===== src/rtl/ies_pkg.sv =====
package ies_pkg;
   typedef enum logic [2:0] {
      ST_IDLE,
      ST_ARB,
      ST_HOLD,
      ST_ACK,
      ST_WAKE,
      ST_MC
   } ies_state_e;

   localparam int SRC_NMI = 0;
   localparam int SRC_EXT = 1;
   localparam int N_SRC   = 2;
endpackage


===== src/rtl/ies_edge.sv =====
module ies_edge #(
   parameter int SYNC_STAGES = 2
) (
   input  logic clk_i,
   input  logic rst_ni,
   input  logic req_i,
   input  logic clr_i,
   output logic pend_o
);
   logic [SYNC_STAGES-1:0] sync_q;
   logic                   prev_q;
   logic                   pend_q;
   logic                   rise;

   assign rise = sync_q[SYNC_STAGES-1] & ~prev_q;

   always_ff @(posedge clk_i or negedge rst_ni) begin
      if (!rst_ni) begin
         sync_q <= '0;
         prev_q <= 1'b0;
         pend_q <= 1'b0;
      end else begin
         sync_q <= {sync_q[SYNC_STAGES-2:0], req_i};
         prev_q <= sync_q[SYNC_STAGES-1];
         // a fresh edge wins over a clear in the same cycle
         pend_q <= (pend_q & ~clr_i) | rise;
      end
   end

   assign pend_o = pend_q;
endmodule


===== src/rtl/ies_window.sv =====
module ies_window #(
   parameter int WIN_LEN = 5
) (
   input  logic clk_i,
   input  logic rst_ni,
   output logic tick_o
);
   localparam int CW = $clog2(WIN_LEN);
   localparam logic [CW-1:0] LAST = CW'(WIN_LEN - 1);

   logic [CW-1:0] cnt_q;

   always_ff @(posedge clk_i or negedge rst_ni) begin
      if (!rst_ni) begin
         cnt_q <= '0;
      end else if (cnt_q == LAST) begin
         cnt_q <= '0;
      end else begin
         cnt_q <= cnt_q + CW'(1);
      end
   end

   assign tick_o = (cnt_q == LAST);
endmodule


===== src/rtl/ies_fsm.sv =====
module ies_fsm
   import ies_pkg::*;
#(
   parameter int ARB_CYC   = 5,
   parameter int NMI_SKIP  = 4,
   parameter int MC_BASE   = 18,
   parameter int RF_EXTRA  = 2,
   parameter int SEG_EXTRA = 2
) (
   input  logic             clk_i,
   input  logic             rst_ni,
   input  logic             tick_i,
   input  logic [N_SRC-1:0] pend_i,
   input  logic             wr_done_i,
   input  logic             instr_done_i,
   input  logic             wait_mode_i,
   input  logic             stk_in_rf_i,
   input  logic             push_seg_i,
   output logic [N_SRC-1:0] clr_o,
   output logic             abort_o,
   output logic             ack_o,
   output logic             push_o,
   output logic             vec_fetch_o
);
   localparam int MC_MAX  = MC_BASE + RF_EXTRA + SEG_EXTRA;
   localparam int CNT_TOP = (MC_MAX > ARB_CYC) ? MC_MAX : ARB_CYC;
   localparam int CNT_W   = $clog2(CNT_TOP + 1);

   ies_state_e       state_q;
   logic [CNT_W-1:0] cnt_q;
   logic             nmi_sel_q;
   logic             abort_q;
   logic             wake_q;
   logic [CNT_W-1:0] arb_load;
   logic [CNT_W-1:0] mc_load;

   generate
      if (NMI_SKIP > 0) begin : g_fast_nmi
         assign arb_load = pend_i[SRC_NMI] ? CNT_W'(ARB_CYC - NMI_SKIP - 1)
                                           : CNT_W'(ARB_CYC - 1);
      end else begin : g_flat_arb
         assign arb_load = CNT_W'(ARB_CYC - 1);
      end
   endgenerate

   assign mc_load = CNT_W'(MC_BASE - 1)
                  + (stk_in_rf_i ? CNT_W'(RF_EXTRA)  : CNT_W'(0))
                  + (push_seg_i  ? CNT_W'(SEG_EXTRA) : CNT_W'(0));

   always_ff @(posedge clk_i or negedge rst_ni) begin
      if (!rst_ni) begin
         state_q   <= ST_IDLE;
         cnt_q     <= '0;
         nmi_sel_q <= 1'b0;
         abort_q   <= 1'b0;
         wake_q    <= 1'b0;
      end else begin
         case (state_q)
            ST_IDLE: begin
               if (tick_i && (|pend_i)) begin
                  nmi_sel_q <= pend_i[SRC_NMI];
                  cnt_q     <= arb_load;
                  state_q   <= ST_ARB;
               end
            end
            ST_ARB: begin
               if (cnt_q == '0) begin
                  wake_q <= wait_mode_i;
                  if (wait_mode_i) begin
                     abort_q <= 1'b0;
                     state_q <= ST_ACK;
                  end else if (!wr_done_i) begin
                     abort_q <= 1'b1;
                     state_q <= ST_ACK;
                  end else begin
                     abort_q <= 1'b0;
                     state_q <= ST_HOLD;
                  end
               end else begin
                  cnt_q <= cnt_q - CNT_W'(1);
               end
            end
            ST_HOLD: begin
               if (instr_done_i) begin
                  state_q <= ST_ACK;
               end
            end
            ST_ACK: begin
               cnt_q   <= mc_load;
               state_q <= wake_q ? ST_WAKE : ST_MC;
            end
            ST_WAKE: begin
               state_q <= ST_MC;
            end
            ST_MC: begin
               if (cnt_q == '0) begin
                  state_q <= ST_IDLE;
               end else begin
                  cnt_q <= cnt_q - CNT_W'(1);
               end
            end
            default: state_q <= ST_IDLE;
         endcase
      end
   end

   always_comb begin
      clr_o = '0;
      if (state_q == ST_ACK) begin
         clr_o[SRC_NMI] = nmi_sel_q;
         clr_o[SRC_EXT] = ~nmi_sel_q;
      end
   end

   assign ack_o       = (state_q == ST_ACK);
   assign abort_o     = (state_q == ST_ACK) && abort_q;
   assign push_o      = (state_q == ST_MC) && (cnt_q >= CNT_W'(2));
   assign vec_fetch_o = (state_q == ST_MC) && (cnt_q == '0);
endmodule


===== src/rtl/irq_entry_seq.sv =====
module irq_entry_seq
   import ies_pkg::*;
#(
   parameter int WIN_LEN     = 5,
   parameter int ARB_CYC     = 5,
   parameter int NMI_SKIP    = 4,
   parameter int SYNC_STAGES = 2,
   parameter int MC_BASE     = 18,
   parameter int RF_EXTRA    = 2,
   parameter int SEG_EXTRA   = 2
) (
   input  logic clk_i,
   input  logic rst_ni,
   input  logic ext_req_i,
   input  logic nmi_req_i,
   input  logic wr_done_i,
   input  logic instr_done_i,
   input  logic wait_mode_i,
   input  logic stk_in_rf_i,
   input  logic push_seg_i,
   output logic abort_o,
   output logic ack_o,
   output logic push_o,
   output logic vec_fetch_o
);
   if (WIN_LEN < 2) begin : g_bad_win
      $error("WIN_LEN must be at least 2");
   end
   if (SYNC_STAGES < 2) begin : g_bad_sync
      $error("SYNC_STAGES must be at least 2");
   end
   if (ARB_CYC < 1 || NMI_SKIP < 0 || NMI_SKIP >= ARB_CYC) begin : g_bad_arb
      $error("need ARB_CYC >= 1 and 0 <= NMI_SKIP < ARB_CYC");
   end
   if (MC_BASE < 3) begin : g_bad_mc
      $error("MC_BASE must be at least 3");
   end

   logic             tick;
   logic [N_SRC-1:0] req_vec;
   logic [N_SRC-1:0] pend;
   logic [N_SRC-1:0] clr;

   assign req_vec[SRC_NMI] = nmi_req_i;
   assign req_vec[SRC_EXT] = ext_req_i;

   ies_window #(.WIN_LEN(WIN_LEN)) u_window (
      .clk_i  (clk_i),
      .rst_ni (rst_ni),
      .tick_o (tick)
   );

   for (genvar s = 0; s < N_SRC; s++) begin : g_src
      ies_edge #(.SYNC_STAGES(SYNC_STAGES)) u_edge (
         .clk_i  (clk_i),
         .rst_ni (rst_ni),
         .req_i  (req_vec[s]),
         .clr_i  (clr[s]),
         .pend_o (pend[s])
      );
   end

   ies_fsm #(
      .ARB_CYC   (ARB_CYC),
      .NMI_SKIP  (NMI_SKIP),
      .MC_BASE   (MC_BASE),
      .RF_EXTRA  (RF_EXTRA),
      .SEG_EXTRA (SEG_EXTRA)
   ) u_fsm (
      .clk_i        (clk_i),
      .rst_ni       (rst_ni),
      .tick_i       (tick),
      .pend_i       (pend),
      .wr_done_i    (wr_done_i),
      .instr_done_i (instr_done_i),
      .wait_mode_i  (wait_mode_i),
      .stk_in_rf_i  (stk_in_rf_i),
      .push_seg_i   (push_seg_i),
      .clr_o        (clr),
      .abort_o      (abort_o),
      .ack_o        (ack_o),
      .push_o       (push_o),
      .vec_fetch_o  (vec_fetch_o)
   );
endmodule


===== config.mk =====
export PLATFORM = sky130hd
export DESIGN_NAME = irq_entry_seq
export DESIGN_NICKNAME = d
export VERILOG_FILES = /design/src/rtl/ies_pkg.sv /design/src/rtl/ies_edge.sv /design/src/rtl/ies_window.sv /design/src/rtl/ies_fsm.sv /design/src/rtl/irq_entry_seq.sv
export SDC_FILE = /design/constraint.sdc
export NUM_CORES = 1
export LEC_CHECK = 0
export ABC_CLOCK_PERIOD_IN_PS = 2300
export BUFFER_PORTS_ARGS = -buffer_cell sky130_fd_sc_hd__buf_4
export CAP_MARGIN = 20
export CORE_UTILIZATION = 55
export DETAILED_ROUTE_END_ITERATION = 6
export GPL_ROUTABILITY_DRIVEN = 0
export HOLD_SLACK_MARGIN = 0.05
export PLACE_DENSITY_LB_ADDON = 0.05
export RECOVER_POWER = 100
export SYNTH_ARGS = -nofsm -noshare
export SYNTH_HDL_FRONTEND = slang
export SYNTH_SLANG_ARGS = --single-unit

===== constraint.sdc =====
create_clock -name clk_i -period 2.3 [get_ports clk_i]
set_input_delay 0.46 -clock clk_i [delete_from_list [all_inputs] [get_ports clk_i]]
set_output_delay 0.46 -clock clk_i [all_outputs]
set_load 0.005 [all_outputs]

Word-level counts from Yosys, hierarchy flattened. Cells that the tools add are included.

$add $sub $neg: 4. Muxes and demuxes: 18. Magnitude comparators: 1. Equality and inequality tests: 11. Reductions and logical operators: 13. Bitwise gates (word level): 11.

Operator list (count): 3-bit two-way mux (7); 3-bit one-hot mux with 6 select lines (1); 5-bit one-hot mux with 3 select lines (1); 5-bit two-way mux (2); 3-bit == test (second input constant) (3); 3-bit by 2-bit == test with 1-bit output (second input constant) (2); 2-bit two-way mux (3); 2-bit by 1-bit != test with 1-bit output (second input constant) (3); 5-bit adder (1); 5-bit adder (first input constant) (1); 5-bit by 2-bit greater-or-equal comparator with 1-bit output (second input constant) (1); 5-bit logical NOT (1); 1-bit NOT (5); 5-bit by 1-bit subtractor with 5-bit output (second input constant) (1); 1-bit AND (4); 1-bit logical AND (4); 1-bit two-way mux (4); 2-bit != test (second input constant) (2); 2-bit AND reduction (2); 4-bit AND reduction (1); 2-bit OR reduction (2); 3-bit by 1-bit adder with 3-bit output (second input constant) (1); 3-bit by 1-bit == test with 1-bit output (second input constant) (1); 3-bit logical NOT (1); other kinds (3) (4).

Logic and storage cells: 70. Register bits: 22. Output and inout port bits: 4.

Depth between registers and ports, before layout. Gate-level depths: netlist of run 1.

Depth in word-level cells: 5. Depth in mapped cells: 6.

Hierarchy. From an unflattened synthesis of run 1, not the netlist that was laid out.

Cell total of the unflattened synthesis: 113. Area, all modules: 1169.9 µm².

By module, submodules not included: ies_fsm (cells each 87, times used 1, area each 784.5 µm²); ies_edge (cells each 7, times used 2, area each 120.1 µm²); ies_window (cells each 12, times used 1, area each 145.1 µm²).

Worst setup path after synthesis of run 1. Ideal clock, no wire load.

Path type: register -> register. From: reg u_fsm.cnt_q[0]. To: reg u_fsm.cnt_q[2]. Path buffers: 0. Setup slack: 0.626 ns. Cell stages (with the launch flop): 7. Required time: 2.179 ns. Arrival: 1.553 ns. Path through: dfrtp_1 -> inv_1 -> ha_1 -> nor4b_4 -> nor2_2 -> or3_4 -> a22o_1.

Cells in the longest elaborated chain, start to end: 3.

Ends and longest elaborated chain: from (decl) (RTL line ies_fsm.sv:30) `logic [CNT_W-1:0] cnt_q;`; from (signal assigned) (RTL line ies_fsm.sv:62) `cnt_q <= arb_load;`; from (signal assigned) (RTL line ies_fsm.sv:80) `cnt_q <= cnt_q - CNT_W'(1);`; from (signal assigned) (RTL line ies_fsm.sv:89) `cnt_q <= mc_load;`; 5-bit by 1-bit subtractor with 5-bit output / 5-bit logical NOT (equally long branches); 5-bit two-way mux / 2-bit != test (equally long branches); 5-bit one-hot mux with 3 select lines / 3-bit AND reduction (equally long branches).

Several ways; a longest one is shown, not always the timed one. The select of a mux whose other input is x is not followed. A chain may end at the register's enable or synchronous reset.

Worst setup path in the final report of run 1.
From: reg u_fsm.state_q[0]. To: out abort_o.

Cells in the longest elaborated chain, start to end: 2.

Ends and longest elaborated chain: from (decl) (RTL line ies_fsm.sv:29) `ies_state_e state_q;`; from (signal assigned) (RTL line ies_fsm.sv:90) `state_q <= wake_q ? ST_WAKE : ST_MC;`; 3-bit by 2-bit == test with 1-bit output (RTL line ies_fsm.sv:116) `assign abort_o = (state_q == ST_ACK) && abort_q;`; 1-bit logical AND (RTL line ies_fsm.sv:116); to (decl) (RTL line irq_entry_seq.sv:21) `output logic abort_o,`.

Every way passes these cells.

==> results of run 1 <==
layout by cell type, fill, tap and decap left out:
cell type	n
o21ai_0	4
nand3b_1	1
o32ai_1	1
a311oi_1	2
and2_0	1
a31oi_1	1
or2b_1	1
or3_1	3
nor2_1	9
nand2b_1	4
a21oi_1	6
nor4b_4	1
nor2b_1	2
o41ai_1	1
dfrtp_1	22
a22oi_1	1
mux2i_1	1
nor4_1	2
a21o_1	1
a2111oi_0	1
dlygate4sd3_1	1
nand2_1	6
o31ai_1	1
bufinv_16	1
inv_1	9
o211ai_1	1
a22o_1	2
clkbuf_1	3
clkbuf_4	8
mux2_2	2
nor3b_1	1
buf_4	6
o22ai_1	3
ha_1	6
and3_1	1
o311a_1	1
a211oi_1	1
registers in the layout, summed over array words and instances, names as in the netlist:
register             cells
u_fsm.cnt_q              5
g_src.u_edge.sync_q      4
u_fsm.state_q            3
u_window.cnt_q           3
g_src.u_edge.pend_o      2
g_src.u_edge.prev_q      2
u_fsm.abort_q            1
u_fsm.nmi_sel_q          1
u_fsm.wake_q             1
final timing paths:
path                                                start                   endpoint
worst max register to register             u_fsm.cnt_q[0]             u_fsm.cnt_q[3]
worst min register to register  g_src[1].u_edge.sync_q[0]  g_src[1].u_edge.sync_q[1]
min in group asynchronous                          rst_ni             u_fsm.cnt_q[4]
worst min-delay path                            ext_req_i  g_src[1].u_edge.sync_q[0]
max in group asynchronous                          rst_ni  g_src[1].u_edge.sync_q[0]
worst max-delay path                     u_fsm.state_q[0]                    abort_o
power by group through the flow:
stage | Clock [mW] | Sequential, mW | Combinational, mW
CTS | 0.300 | 0.641 | 0.600
floorplan | 0 | 0.583 | 0.492
finish | 0.294 | 0.645 | 0.576
detailed placement | 0 | 0.650 | 0.592
global placement | 0 | 0.644 | 0.585
global route | 0.312 | 0.665 | 0.654
routing by layer:
layer / GRT usage / vias up
li1: - / 403
met4: 0.1294 / 0
met3: 0.05490 / 5
met5: 0 / -
met1: 0.3095 / 388
met2: 0.3083 / 28
timing repair:
item	4_1_cts	5_1_grt
hold endpoints to repair	22	0
setup buffers	0	1
setup endpoints to repair	0	1
hold buffers	1	0
worst max-delay path, cell delays in order (launching register included):
cell     delay (ps)
dfrtp_1         570
nand2_1         110
nor2_1          410
and2_0          200
buf_4           110
area by class of cell:
type | count | area [um2] | area share
multi-input combinational | 68 | 475.5 | 0.3811
inverter | 9 | 33.78 | 0.02708
timing repair buffer | 15 | 103.9 | 0.08325
clock buffer | 3 | 22.52 | 0.01805
tap | 25 | 31.28 | 0.02508
clock inverter | 1 | 30.03 | 0.02407
sequential | 22 | 550.5 | 0.4413
kinds of logic (layout without fill, tap and decap cells):
group	Yosys count	in the layout	share of synthesized area
AND/OR/NAND/NOR	32	32	0.1773
AO/OA/AOI/OAI	27	27	0.1704
flip-flops	22	22	0.5099
adder cells (fa/ha/maj)	6	6	0.06952
buffers and inverters	12	28	0.04287
multiplexers	3	3	0.03013
==> impl_metrics.json, run 1 <==
{
  "synth_common_cells": "dfrtp_1 (22), inv_1 (9), nor2_1 (8)",
  "rsz0062_at_grt": "false",
  "grt_pass1_vias": 763,
  "hpwlAfterDp_um": 1407,
  "maxCapViolCount": 0,
  "reg2regPathDepth": 7,
  "top_layer": "met4",
  "num_rows": 15,
  "drtAntennaViolNets": 0,
  "vias": 824,
  "floorplan.initialDensity": 0.6056,
  "io_pins": 13,
  "cts.sinks": 22,
  "power.internal_mw": 0.9449,
  "worst_pin_slew_ps": 1168,
  "status": "completed",
  "core_area_mm2": 0.001783,
  "finalHoldViolations": 0,
  "dr.pass1.iters": 4,
  "hold_slack_ps": 273.8,
  "route.detailed.drc": 0,
  "preCtsSetupSlack_ps": 458.8,
  "stdcell_count": 143,
  "routedWlPerCell_um": 14.10,
  "leakagePower_nw": 0.5665,
  "tns_ps": 0,
  "ys.warnings.count": 0,
  "overflow": 0,
  "ir_worst_vdd_v": 0.0008454,
  "final_util": 0.6996,
  "cp.required_ps": 1840,
  "period_share": 0.9424,
  "min_path_cells": 1,
  "ys_seq_elements": 22,
  "synth_edf_count": 0,
  "worstSkewPairLatency_ps": 310,
  "max_slew_margin": 0.2210,
  "diodes": 0,
  "avgSynthCellArea_um2": 10.59,
  "synthFlopType": "dfrtp_1",
  "die_area_mm2": 0.002145,
  "synthArstFlopShare": 1.000,
  "met2_length_um": 901,
  "first_iter_violations": 12,
  "synth-seq-area-share": 0.5098,
  "place_inst": 137,
  "comb_power_share": 0.380,
  "critPathCaptureType": "output pin",
  "grt.total_usage": 0.2213,
  "worst_slack_ps": 132.5,
  "yosys.area.top_type": "dfrtp_1",
  "ys_types": 37,
  "hold_class": "input port to flop",
  "clk_pin_slew_ps": 120,
  "critPathLaunchType": "flop",
  "cts-htree-levels": 1,
  "clkPwrFrac": 0.194,
  "switching_power_mw": 0.5699,
  "synth_fp_nets": 117,
  "final_area_mm2": 0.001247,
  "yosysMostFrequentCell": "dfrtp_1",
  "antenna_found_initial": 0,
  "fin_skew_ps": 4.473,
  "wl_met1_um": 977,
  "p_per_area_mw_per_mm2": 1214,
  "fill_cells": 143,
  "synth.top_cells.by_area": "dfrtp_1 (51%), ha_1 (7.0%), inv_1 (3.1%)",
  "max-clock-path-buffers": 2,
  "wl_um": 2017,
  "netSwitchingFraction": 0.3762,
  "die_w_um": 46.31,
  "finalSetupViolCount": 0,
  "layout-drive-gt1-share": 0.1525,
  "via_per_inst": 5.762,
  "grt_pass1_wl_um": 3305,
  "p_seq_frac": 0.426,
  "synth_area_mm2": 0.001080,
  "maxSlewViolCount": 0,
  "cp_max_fo": 12,
  "syn_to_final_growth_pct": 15.53,
  "fmax_mhz": 461.4,
  "yosysTopAreaCellShare": 0.5098,
  "cts_tree": "built",
  "grt_max_degree": 23,
  "portBuffers": 12,
  "period_needed_ps": 2167,
  "die_h_um": 46.31,
  "cts_resized": 0,
  "cts_made_buffers": 3,
  "wl_met3_um": 116,
  "cts_root_buf": "clkbuf_4",
  "placed_area_mm2": 0.001196,
  "critPathArrivalTime_ps": 1710,
  "syn_inst": 102,
  "crit_type": "flop to output pin",
  "power.total_mw": 1.515,
  "r2r_slack_ps": 300,
  "nets": 134
}
No activity file was read; power rests on OpenSTA's default activity.
==> run 2, diff against run 1 <==
Settings changed: ABC_CLOCK_PERIOD_IN_PS 2300 to 2600.
Clock period 2.3 ns to 2.6 ns, I/O delays scaled along.
==> impl_metrics.json, run 2 (synthesis results as in run 1) <==
{
  "min_path_cells": 1,
  "first_iter_violations": 18,
  "fmax_mhz": 450.3,
  "worst_slack_ps": 379.1,
  "layout-drive-gt1-share": 0.1478,
  "core_area_mm2": 0.001783,
  "grt_max_degree": 23,
  "route.detailed.drc": 0,
  "cts_root_buf": "clkbuf_4",
  "min_to": "g_src[1].u_edge.sync_q[0]",
  "cts_resized": 0,
  "r2r-end": "u_fsm.cnt_q[2]",
  "leakagePower_nw": 0.5562,
  "reg2regPathDepth": 6,
  "layout_commonest_cell": "dfrtp_1",
  "wl_um": 1928,
  "via_per_inst": 5.707,
  "die_h_um": 46.31,
  "critPathLaunchType": "flop",
  "post_cts_buffers": 0,
  "antenna_found_initial": 0,
  "cts.sinks": 22,
  "hold_slack_ps": 340.9,
  "placed_area_mm2": 0.001189,
  "r2r_slack_ps": 650,
  "place_inst": 136,
  "grt_pass1_vias": 753,
  "finalHoldViolations": 0,
  "hold_path.startpoint": "ext_req_i",
  "reg2reg_from": "u_fsm.cnt_q[0]",
  "finalSetupViolCount": 0,
  "hold_class": "input port to flop",
  "cts_made_buffers": 3,
  "max_slew_margin": 0.2208,
  "critPathMaxStageDelay_ps": 440,
  "routedWlPerCell_um": 13.77,
  "rsz0062_at_grt": "false",
  "max-clock-path-buffers": 2,
  "hpwlAfterDp_um": 1404,
  "clk_pin_slew_ps": 120,
  "cp_slowest_cell": "dfrtp_1",
  "num_rows": 15,
  "reg_top3": "u_fsm.cnt_q (5), g_src.u_edge.sync_q (4)",
  "cp.required_ps": 2080,
  "die_w_um": 46.31,
  "period_share": 0.8542,
  "grt_pass1_wl_um": 3305,
  "worst_pin_slew_ps": 1169,
  "syn_to_final_growth_pct": 13.56,
  "layout_common_cells": "dfrtp_1 (22), inv_1 (9), nor2_1 (9)",
  "portBuffers": 12,
  "maxCapViolCount": 0,
  "nets": 131,
  "maxSlewViolCount": 0,
  "final_util": 0.6877,
  "tns_ps": 0,
  "preCtsSetupSlack_ps": 694.9,
  "crit_type": "flop to output pin",
  "critPathCaptureType": "output pin",
  "status": "completed",
  "crit_buf_inv": 2,
  "overflow": 0,
  "cp_top_family": "simple AND/OR/NAND/NOR gates",
  "fin_skew_ps": 6.100,
  "worstSkewPairLatency_ps": 300,
  "cp_max_fo": 6,
  "cts-htree-levels": 1,
  "period_needed_ps": 2221,
  "stdcell_count": 140,
  "holdBufCountCts": 0,
  "path_cells": "inv_1 > ha_1 > nor4b_4 > and3_1 > clkbuf_4",
  "top_register": "u_fsm.cnt_q",
  "die_area_mm2": 0.002145,
  "drtAntennaViolNets": 0,
  "floorplan.initialDensity": 0.6056,
  "ir_worst_vdd_v": 0.0007299,
  "dr.pass1.iters": 4,
  "io_pins": 13,
  "diodes": 0,
  "vias": 799,
  "final_area_mm2": 0.001226,
  "grt.total_usage": 0.2141,
  "critPathArrivalTime_ps": 1700,
  "cts_tree": "built",
  "p_per_area_mw_per_mm2": 1087,
  "power.total_mw": 1.333,
  "largest_register_ffs": 5
}
run 2: cell count changes in the layout (fill, tap and decap cells not counted):
cell           previous run  this run
clkbuf_4                  8         7
dlygate4sd3_1             1         0
o21ai_1                   0         2
clkbuf_1                  3         2
o21ai_0                   4         2
run 2: worst max-delay path by stage:
| stage | cells past startpoint | to | startpoint | slack [ps] |
|---|---|---|---|---|
| after floorplan | 6 | u_fsm.cnt_q[2] | u_fsm.cnt_q[0] | 930 |
| after global placement | 5 | vec_fetch_o | u_fsm.cnt_q[0] | 750 |
| after detailed placement | 5 | vec_fetch_o | u_fsm.cnt_q[0] | 690 |
| after CTS | 5 | vec_fetch_o | u_fsm.cnt_q[0] | 360 |
| after global routing | 4 | abort_o | u_fsm.state_q[1] | 220 |
| final | 5 | vec_fetch_o | u_fsm.cnt_q[0] | 380 |
run 2: report_power, final:
part | total, mW | leakage, nW | switching (mW) | internal [mW]
sequential | 0.576 | 0.256 | 0.139 | 0.437
clock | 0.256 | 0.0279 | 0.101 | 0.156
combinational | 0.501 | 0.272 | 0.262 | 0.239
run 2: final cells by class:
| type | instances | area, um2 |
|---|---|---|
| fill | 153 | 556.8 |
| sequential | 22 | 550.5 |
| multi-input combinational | 68 | 475.5 |
| timing repair buffer | 12 | 82.58 |
| inverter | 9 | 33.78 |
| tap | 25 | 31.28 |
| clock inverter | 1 | 30.03 |
| clock buffer | 3 | 22.52 |
run 2: layer usage:
metal	wire length (um)	up-vias	track usage
li1	-	390	-
met1	896	378	0.3008
met2	917	25	0.3389
met3	78	6	0.02353
met4	35	0	0.07647
met5	0	-	0
